==> config.mk <==
export PLATFORM = sky130hd
export DESIGN_NAME = gtimer16
export DESIGN_NICKNAME = d
export VERILOG_FILES = /design/src/rtl/gt_pkg.sv /design/src/rtl/gt_tick_src.sv /design/src/rtl/gt_gate_pre.sv /design/src/rtl/gt_count.sv /design/src/rtl/gtimer16.sv
export SDC_FILE = /design/constraint.sdc
export NUM_CORES = 1
export LEC_CHECK = 0
export ABC_AREA = 1
export BUFFER_PORTS_ARGS = -buffer_cell sky130_fd_sc_hd__buf_2
export CAP_MARGIN = 20
export CORE_AREA = 3 3 77 72
export DETAILED_ROUTE_END_ITERATION = 8
export DIE_AREA = 0 0 80 75
export GPL_TIMING_DRIVEN = 0
export PLACE_DENSITY = 0.74
export SYNTH_ARGS = -nofsm -noshare
export SYNTH_HDL_FRONTEND = slang
export SYNTH_SLANG_ARGS = --single-unit
==> constraint.sdc <==
create_clock -name clk -period 1.96 [get_ports clk]
set_clock_uncertainty 0.15 [all_clocks]
set_input_delay 0.294 -clock clk [delete_from_list [all_inputs] [get_ports clk]]
set_output_delay 0.294 -clock clk [all_outputs]
set_load 0.03 [all_outputs]
==> src/rtl/gt_pkg.sv <==
`timescale 1ns/1ps
// Shared definitions for the gated timer: bus width, register select codes
// and the control byte layout. Assumes an 8-bit register bus.
package gt_pkg;
    localparam int unsigned BUS_W = 8;
    localparam int unsigned PRE_W = 2;

    typedef enum logic [1:0] {
        REG_CTRL   = 2'd0,
        REG_CNT_LO = 2'd1,
        REG_CNT_HI = 2'd2,
        REG_FLAG   = 2'd3
    } reg_addr_e;

    // Control byte, MSB first: 7 gate_inv, 6 gate_from_cmp, 5 gate_on,
    // 4:3 pre_sel, 2 ext_bypass, 1 src_ext, 0 run.
    typedef struct packed {
        logic             gate_inv;
        logic             gate_from_cmp;
        logic             gate_on;
        logic [PRE_W-1:0] pre_sel;
        logic             ext_bypass;
        logic             src_ext;
        logic             run;
    } ctrl_t;
endpackage

==> src/rtl/gt_tick_src.sv <==
`timescale 1ns/1ps
// Step source. Produces a one-cycle step pulse in the clk domain, taken
// either from a free-running internal divider or from rising edges of the
// external pin. The external path uses a SYNC_STAGES synchronizer, or in
// bypass mode a single sampling flop. Assumes that the pin holds each level
// for at least two clocks when it is synchronized.
module gt_tick_src #(
    parameter int unsigned DIV_INT     = 4,
    parameter int unsigned SYNC_STAGES = 2
) (
    input  logic clk,
    input  logic rst_n,
    input  logic src_ext,
    input  logic ext_bypass,
    input  logic ext_pin,
    output logic tick
);
    localparam int unsigned DIV_W = (DIV_INT > 2) ? $clog2(DIV_INT) : 1;
    localparam logic [DIV_W-1:0] DIV_LAST = DIV_W'(DIV_INT - 1);

    logic [DIV_W-1:0]       div_q;
    logic [SYNC_STAGES-1:0] sync_q;
    logic                   prev_q;
    logic                   int_tick;
    logic                   edge_sync;
    logic                   edge_byp;

    // Internal divider: wraps every DIV_INT clocks.
    always_ff @(posedge clk) begin
        if (!rst_n)                div_q <= '0;
        else if (div_q == DIV_LAST) div_q <= '0;
        else                       div_q <= div_q + DIV_W'(1);
    end

    // Synchronizer chain for the external pin.
    for (genvar s = 0; s < SYNC_STAGES; s++) begin : g_sync
        if (s == 0) begin : g_first
            always_ff @(posedge clk) begin
                if (!rst_n) sync_q[0] <= 1'b0;
                else        sync_q[0] <= ext_pin;
            end
        end else begin : g_next
            always_ff @(posedge clk) begin
                if (!rst_n) sync_q[s] <= 1'b0;
                else        sync_q[s] <= sync_q[s-1];
            end
        end
    end

    // Last synchronized level, used for edge detection.
    always_ff @(posedge clk) begin
        if (!rst_n) prev_q <= 1'b0;
        else        prev_q <= sync_q[SYNC_STAGES-1];
    end

    // Step selection: divider, synchronized edge or raw edge.
    always_comb begin
        int_tick  = (div_q == DIV_LAST);
        edge_sync = sync_q[SYNC_STAGES-1] & ~prev_q;
        edge_byp  = ext_pin & ~sync_q[0];
        if (!src_ext)        tick = int_tick;
        else if (ext_bypass) tick = edge_byp;
        else                 tick = edge_sync;
    end


    int_tick_gap_chk: assert property (@(posedge clk) disable iff (!rst_n)
        int_tick |=> !int_tick);


    sync_edge_once_chk: assert property (@(posedge clk) disable iff (!rst_n)
        edge_sync |=> !edge_sync);
endmodule

==> src/rtl/gt_gate_pre.sv <==
`timescale 1ns/1ps
// Gate qualification and prescaler. A step is qualified by run and by the
// gate when the gate is enabled. Qualified steps advance a prescale counter,
// which emits one increment for each 2^pre_sel steps. pre_clr zeroes the
// prescale counter. Assumes that the gate inputs are synchronous to clk.
module gt_gate_pre #(
    parameter int unsigned PRE_W = 2
) (
    input  logic             clk,
    input  logic             rst_n,
    input  logic             run,
    input  logic             gate_on,
    input  logic             gate_from_cmp,
    input  logic             gate_inv,
    input  logic             gate_pin,
    input  logic             cmp_in,
    input  logic [PRE_W-1:0] pre_sel,
    input  logic             pre_clr,
    input  logic             tick_in,
    output logic             inc
);
    localparam int unsigned PCW = (1 << PRE_W) - 1;

    logic [PCW-1:0] pcnt_q;
    logic [PCW-1:0] limit;
    logic           gate_level;
    logic           gate_open;
    logic           qual;
    logic           at_lim;

    // Gate resolution and the terminal count for the selected division.
    always_comb begin
        gate_level = gate_from_cmp ? cmp_in : gate_pin;
        gate_open  = ~gate_on | (gate_level ^ gate_inv);
        qual       = tick_in & run & gate_open;
        limit      = (PCW'(1) << pre_sel) - PCW'(1);
        at_lim     = (pcnt_q >= limit);
        inc        = qual & at_lim;
    end

    // Prescale counter: cleared by a count write, otherwise steps and wraps.
    always_ff @(posedge clk) begin
        if (!rst_n)     pcnt_q <= '0;
        else if (pre_clr) pcnt_q <= '0;
        else if (qual)  pcnt_q <= at_lim ? '0 : pcnt_q + PCW'(1);
    end


    gate_hold_chk: assert property (@(posedge clk) disable iff (!rst_n)
        (gate_on && !(gate_level ^ gate_inv) && !pre_clr) |=> $stable(pcnt_q));


    pre_wrap_chk: assert property (@(posedge clk) disable iff (!rst_n)
        (inc && !pre_clr) |=> (pcnt_q == '0));


    pre_clr_chk: assert property (@(posedge clk) disable iff (!rst_n)
        pre_clr |=> (pcnt_q == '0));
endmodule

==> src/rtl/gt_count.sv <==
`timescale 1ns/1ps
// Count register and sticky overflow flag. A byte write takes priority over
// an increment in the same cycle. Overflow sets the flag, and the set wins
// over a clear in the same cycle. Assumes CNT_W <= 2*BUS_W.
module gt_count #(
    parameter int unsigned CNT_W = 16,
    parameter int unsigned BUS_W = 8
) (
    input  logic             clk,
    input  logic             rst_n,
    input  logic             inc,
    input  logic             wr_lo,
    input  logic             wr_hi,
    input  logic [BUS_W-1:0] wr_data,
    input  logic             flag_clr,
    output logic [CNT_W-1:0] count,
    output logic             flag
);
    localparam int unsigned HI_W = CNT_W - BUS_W;

    logic wr_any;
    logic wrap;

    // Overflow occurs on an increment from all ones with no write pending.
    always_comb begin
        wr_any = wr_lo | wr_hi;
        wrap   = inc & (&count) & ~wr_any;
    end

    // Count register: byte writes first, then increment.
    always_ff @(posedge clk) begin
        if (!rst_n) begin
            count <= '0;
        end else if (wr_any) begin
            if (wr_lo) count[BUS_W-1:0]     <= wr_data;
            if (wr_hi) count[CNT_W-1:BUS_W] <= wr_data[HI_W-1:0];
        end else if (inc) begin
            count <= count + CNT_W'(1);
        end
    end

    // Sticky flag: set has priority over clear.
    always_ff @(posedge clk) begin
        if (!rst_n)        flag <= 1'b0;
        else if (wrap)     flag <= 1'b1;
        else if (flag_clr) flag <= 1'b0;
    end


    cnt_stable_chk: assert property (@(posedge clk) disable iff (!rst_n)
        (!inc && !wr_lo && !wr_hi) |=> $stable(count));


    ovf_set_chk: assert property (@(posedge clk) disable iff (!rst_n)
        (inc && (&count) && !wr_lo && !wr_hi) |=> (flag && count == '0));


    flag_hold_chk: assert property (@(posedge clk) disable iff (!rst_n)
        (flag && !flag_clr) |=> flag);
endmodule

==> src/rtl/gtimer16.sv <==
`timescale 1ns/1ps
// Gated timer top. Holds the control register, decodes bus writes, joins
// step source, gate/prescaler and count register, and muxes read data.
// Assumes that the bus inputs are synchronous to clk and that CNT_W is
// 2*BUS_W.
module gtimer16 #(
    parameter int unsigned CNT_W       = 16,
    parameter int unsigned DIV_INT     = 4,
    parameter int unsigned SYNC_STAGES = 2
) (
    input  logic       clk,
    input  logic       rst_n,
    input  logic [1:0] bus_addr,
    input  logic       bus_we,
    input  logic [7:0] bus_wdata,
    output logic [7:0] bus_rdata,
    input  logic       ext_clk_in,
    input  logic       gate_in,
    input  logic       cmp_in,
    output logic       ovf_flag
);
    import gt_pkg::*;

    localparam int unsigned HI_W = CNT_W - BUS_W;

    ctrl_t            ctrl_q;
    reg_addr_e        sel;
    logic             wr_ctrl;
    logic             wr_lo;
    logic             wr_hi;
    logic             flag_clr;
    logic             tick;
    logic             inc;
    logic [CNT_W-1:0] count;

    // Write decode.
    always_comb begin
        sel      = reg_addr_e'(bus_addr);
        wr_ctrl  = bus_we && (sel == REG_CTRL);
        wr_lo    = bus_we && (sel == REG_CNT_LO);
        wr_hi    = bus_we && (sel == REG_CNT_HI);
        flag_clr = bus_we && (sel == REG_FLAG) && !bus_wdata[0];
    end

    // Control register.
    always_ff @(posedge clk) begin
        if (!rst_n)       ctrl_q <= '0;
        else if (wr_ctrl) ctrl_q <= ctrl_t'(bus_wdata);
    end

    gt_tick_src #(
        .DIV_INT     (DIV_INT),
        .SYNC_STAGES (SYNC_STAGES)
    ) u_src (
        .clk        (clk),
        .rst_n      (rst_n),
        .src_ext    (ctrl_q.src_ext),
        .ext_bypass (ctrl_q.ext_bypass),
        .ext_pin    (ext_clk_in),
        .tick       (tick)
    );

    gt_gate_pre #(
        .PRE_W (PRE_W)
    ) u_gate (
        .clk           (clk),
        .rst_n         (rst_n),
        .run           (ctrl_q.run),
        .gate_on       (ctrl_q.gate_on),
        .gate_from_cmp (ctrl_q.gate_from_cmp),
        .gate_inv      (ctrl_q.gate_inv),
        .gate_pin      (gate_in),
        .cmp_in        (cmp_in),
        .pre_sel       (ctrl_q.pre_sel),
        .pre_clr       (wr_lo | wr_hi),
        .tick_in       (tick),
        .inc           (inc)
    );

    gt_count #(
        .CNT_W (CNT_W),
        .BUS_W (BUS_W)
    ) u_cnt (
        .clk      (clk),
        .rst_n    (rst_n),
        .inc      (inc),
        .wr_lo    (wr_lo),
        .wr_hi    (wr_hi),
        .wr_data  (bus_wdata),
        .flag_clr (flag_clr),
        .count    (count),
        .flag     (ovf_flag)
    );

    // Read mux.
    always_comb begin
        unique case (sel)
            REG_CTRL:   bus_rdata = ctrl_q;
            REG_CNT_LO: bus_rdata = count[BUS_W-1:0];
            REG_CNT_HI: bus_rdata = BUS_W'(count[CNT_W-1:CNT_W-HI_W]);
            default:    bus_rdata = {{(BUS_W-1){1'b0}}, ovf_flag};
        endcase
    end


    run_off_chk: assert property (@(posedge clk) disable iff (!rst_n)
        (!ctrl_q.run && !wr_lo && !wr_hi) |=> $stable(count));
endmodule

==> reports/qor.txt <==
Vias - 2292
Req. time, crit path - 1520 ps
Asr flop ratio synth - 0%
WL/cell - 13.5 µm
Vias in the first global route - 2156
CTS tree - done
Startpoint Class - primary input
Synth area leaders - dfxtp_1 (31%), nand2_1 (17%), nand3_1 (8.6%)
Placed cell area - 2340 µm²
Fmax - 0.525 GHz
Post-route ant nets - 0
Max rail drop VDD - 0.515 mV
Reg2Reg Launch Point - ctrl_q[4]
CP peak stage delay - 320 ps
Main synth FF type - dfxtp_1
EDFF count, synth - 0
Post-synth top area share - 30.8%
Leakage - 1.20 nW
FP Rows - 24
Top-count cell post-synth - nand2_1
Worst skew pair latency - 290 ps
Die W - 80 µm
Final WS setup - 55.4 ps
Synth area leader - dfxtp_1
R2R Setup Slk - 140 ps
Syn nets - 365
Drt total wl - 5940 µm
Final Setup Violations - 0
Pwr Density - 682 nW/µm²
Register area share after synthesis - 30.8%
Die Area - 6000 µm²
Final HPWL DP - 4650 µm
Post-synth cell types - 29
Core area - 4800 µm²
FILL cells - 490
First-pass GRT wire length - 10200 µm
Hold Path Class - primary input to flop
CP Data Arrival Time - 1460 ps
Largest net degree at the start of global routing - 12
Max Cap Violations - 0
Critical Path, Cell by Cell - buf_2 -> nor2_1 -> inv_1 -> o221ai_1 -> buf_2
Grt total ovfl - 0
Die Ht - 75 µm
H-tree depth - 2
Area Growth Syn to Fin - 16.2%
Slowest cell on crit path - nor2_1
Yosys warns - 0
Remaining routing DRC violations - 0
Syn Area/Cell - 6.26 µm²
Reg-to-Reg End - u_cnt.count[0]
Nets@finish - 397
CP Capture Point - bus_rdata[4]
Status - completed
Share of post-route cells with drive strength above 1 - 13.8%
CTS Buf Count - 5
Cells on worst reg2reg path - 9
All-layer global routing usage - 22.3%
Crit path max fanout - 5
Final RePlAce weighted congestion - 0.927
Cell area after synthesis - 2150 µm²
Cell count after synthesis - 343
Initial antenna violation count - 0
Tmin final - 1900 ps
Port bufs - 23
Root Buffer - clkbuf_8
Ant. Diodes - 0
Worst Tran Pin Value - 542 ps
CP Capture Type - output port
Synth Register Bits - 33
Final worst path period share - 97.2%
WS Path Type - primary input to output port
Number of clock sinks - 33
Area of the multi-input gates - 1270 µm²
Worst slew margin - 63.9%
Final Hold Vio Count - 0
Final instance area - 2490 µm²
Place WS - 2.36 ps
Clk slew on worst S/H paths - 70 ps
Clock Tree Buf Depth - 2
Boundary Pins - 25
Synth top cells by count - nand2_1 (99), nor2_1 (48), inv_1 (39), nand3_1 (37), dfxtp_1 (33)
Min Hold Slack - 51.1 ps
Cts hold-fix bufs - 0
DR iter-0 viols - 166
DR vias/cell - 5.20
Register area - 661 µm²
Fin. max-slew vios - 0
Initial core utilization - 44.7%
Pre-Repair DR Iteration Count - 4
RSZ-0062 raised after global routing - false
Beginning of the critical path - bus_addr[0]
Most repeated library cell on the critical path - buf_2
Setup TNS - 0 ps
-- where the power goes --
part | switching (W) | internal, W
sequential | 0.0000331 | 0.000708
clock | 0.000263 | 0.000413
combinational | 0.000184 | 0.0000992
-- worst min path at each step --
stage | to | depth (start not counted) | start
5_1_grt | u_src.sync_q[0] | 3 | ext_clk_in
3_3_place_gp | u_src.sync_q[1] | 2 | u_src.sync_q[0]
2_1_floorplan | u_src.sync_q[0] | 2 | ext_clk_in
4_1_cts | u_src.sync_q[0] | 3 | ext_clk_in
3_5_place_dp | u_src.prev_q | 2 | u_src.sync_q[1]
6_report | u_src.sync_q[0] | 3 | ext_clk_in
-- metal layers --
layer / vias up / wire length, µm / global-route usage (%)
met4: 0 / 113 / 7.69
li1: 1160 / - / -
met3: 10 / 453 / 4.67
met1: 1045 / 2860 / 31.4
met5: - / 0 / 0
met2: 77 / 2520 / 34.1
-- flip-flops by register name, indices dropped and copies added, names as in the netlist --
name,flops
ctrl_q,8
u_src.sync_q,2
u_cnt.flag,1
u_gate.pcnt_q,3
u_cnt.count,16
u_src.div_q,2
u_src.prev_q,1
-- final cells by class --
cell class / instances / share of cell area (%)
tap: 65 / 3.26
buffer: 11 / 2.81
sequential: 33 / 26.5
clock buffer: 6 / 3.31
multi-input combinational: 257 / 51.0
timing repair buffer: 25 / 5.22
inverter: 42 / 6.42
clock inverter: 2 / 1.50
-- worst max-delay path, delay by kind of cell --
family / cells / cell delay, ps
AOI/OAI and AO/OA: 1 / 270
and+or+nand+nor: 1 / 320
buffers and inverters: 3 / 580
-- logic make-up after synthesis --
family	share of synthesized area, %
XOR/XNOR	2.45
buffers and inverters	10.7
adder cells (fa/ha/maj)	3.50
flip-flops	30.8
AND/OR/NAND/NOR	40.7
AO/OA/AOI/OAI	11.9
-- cells in the final DEF, fill, tap and decap left out --
cell,count
a21oi_1,22
nand4_1,5
bufinv_16,1
nor3b_1,1
o22ai_2,1
nand4_4,1
nand3_2,1
dfxtp_1,33
inv_2,2
buf_6,3
xnor2_1,2
or2_2,1
buf_2,25
nor2_4,3
ha_1,6
nor2_1,48
nand3_1,36
inv_1,39
clkinvlp_4,1
nand2_4,2
o21ai_0,14
nand3b_1,1
o31ai_1,1
buf_4,3
nand2_1,99
clkbuf_1,5
inv_4,1
nand2_2,1
clkbuf_8,6
xor2_1,4
o221ai_1,7
nor3_1,1
-- metrics by stage --
step / std cells / util, % / power [W]
after floorplan: 343 / - / 0.000948
after global placement: 431 / 48.8 / 0.00103
after detailed placement: 431 / 48.8 / 0.00103
after CTS: 439 / 51.4 / 0.00171
after global routing: 441 / 51.9 / 0.00179
final: 441 / 51.9 / 0.00170
-- timing repair --
| item | 4_1_cts | 5_1_grt |
|---|---|---|
| cloned | 0 | 0 |
| endpoints found under the setup margin | 1 | 3 |
| gates resized for setup | 1 | 2 |
| pin swaps | 0 | 1 |
| buffers inserted | 0 | 2 |
No activity file was read; power rests on OpenSTA's default activity.
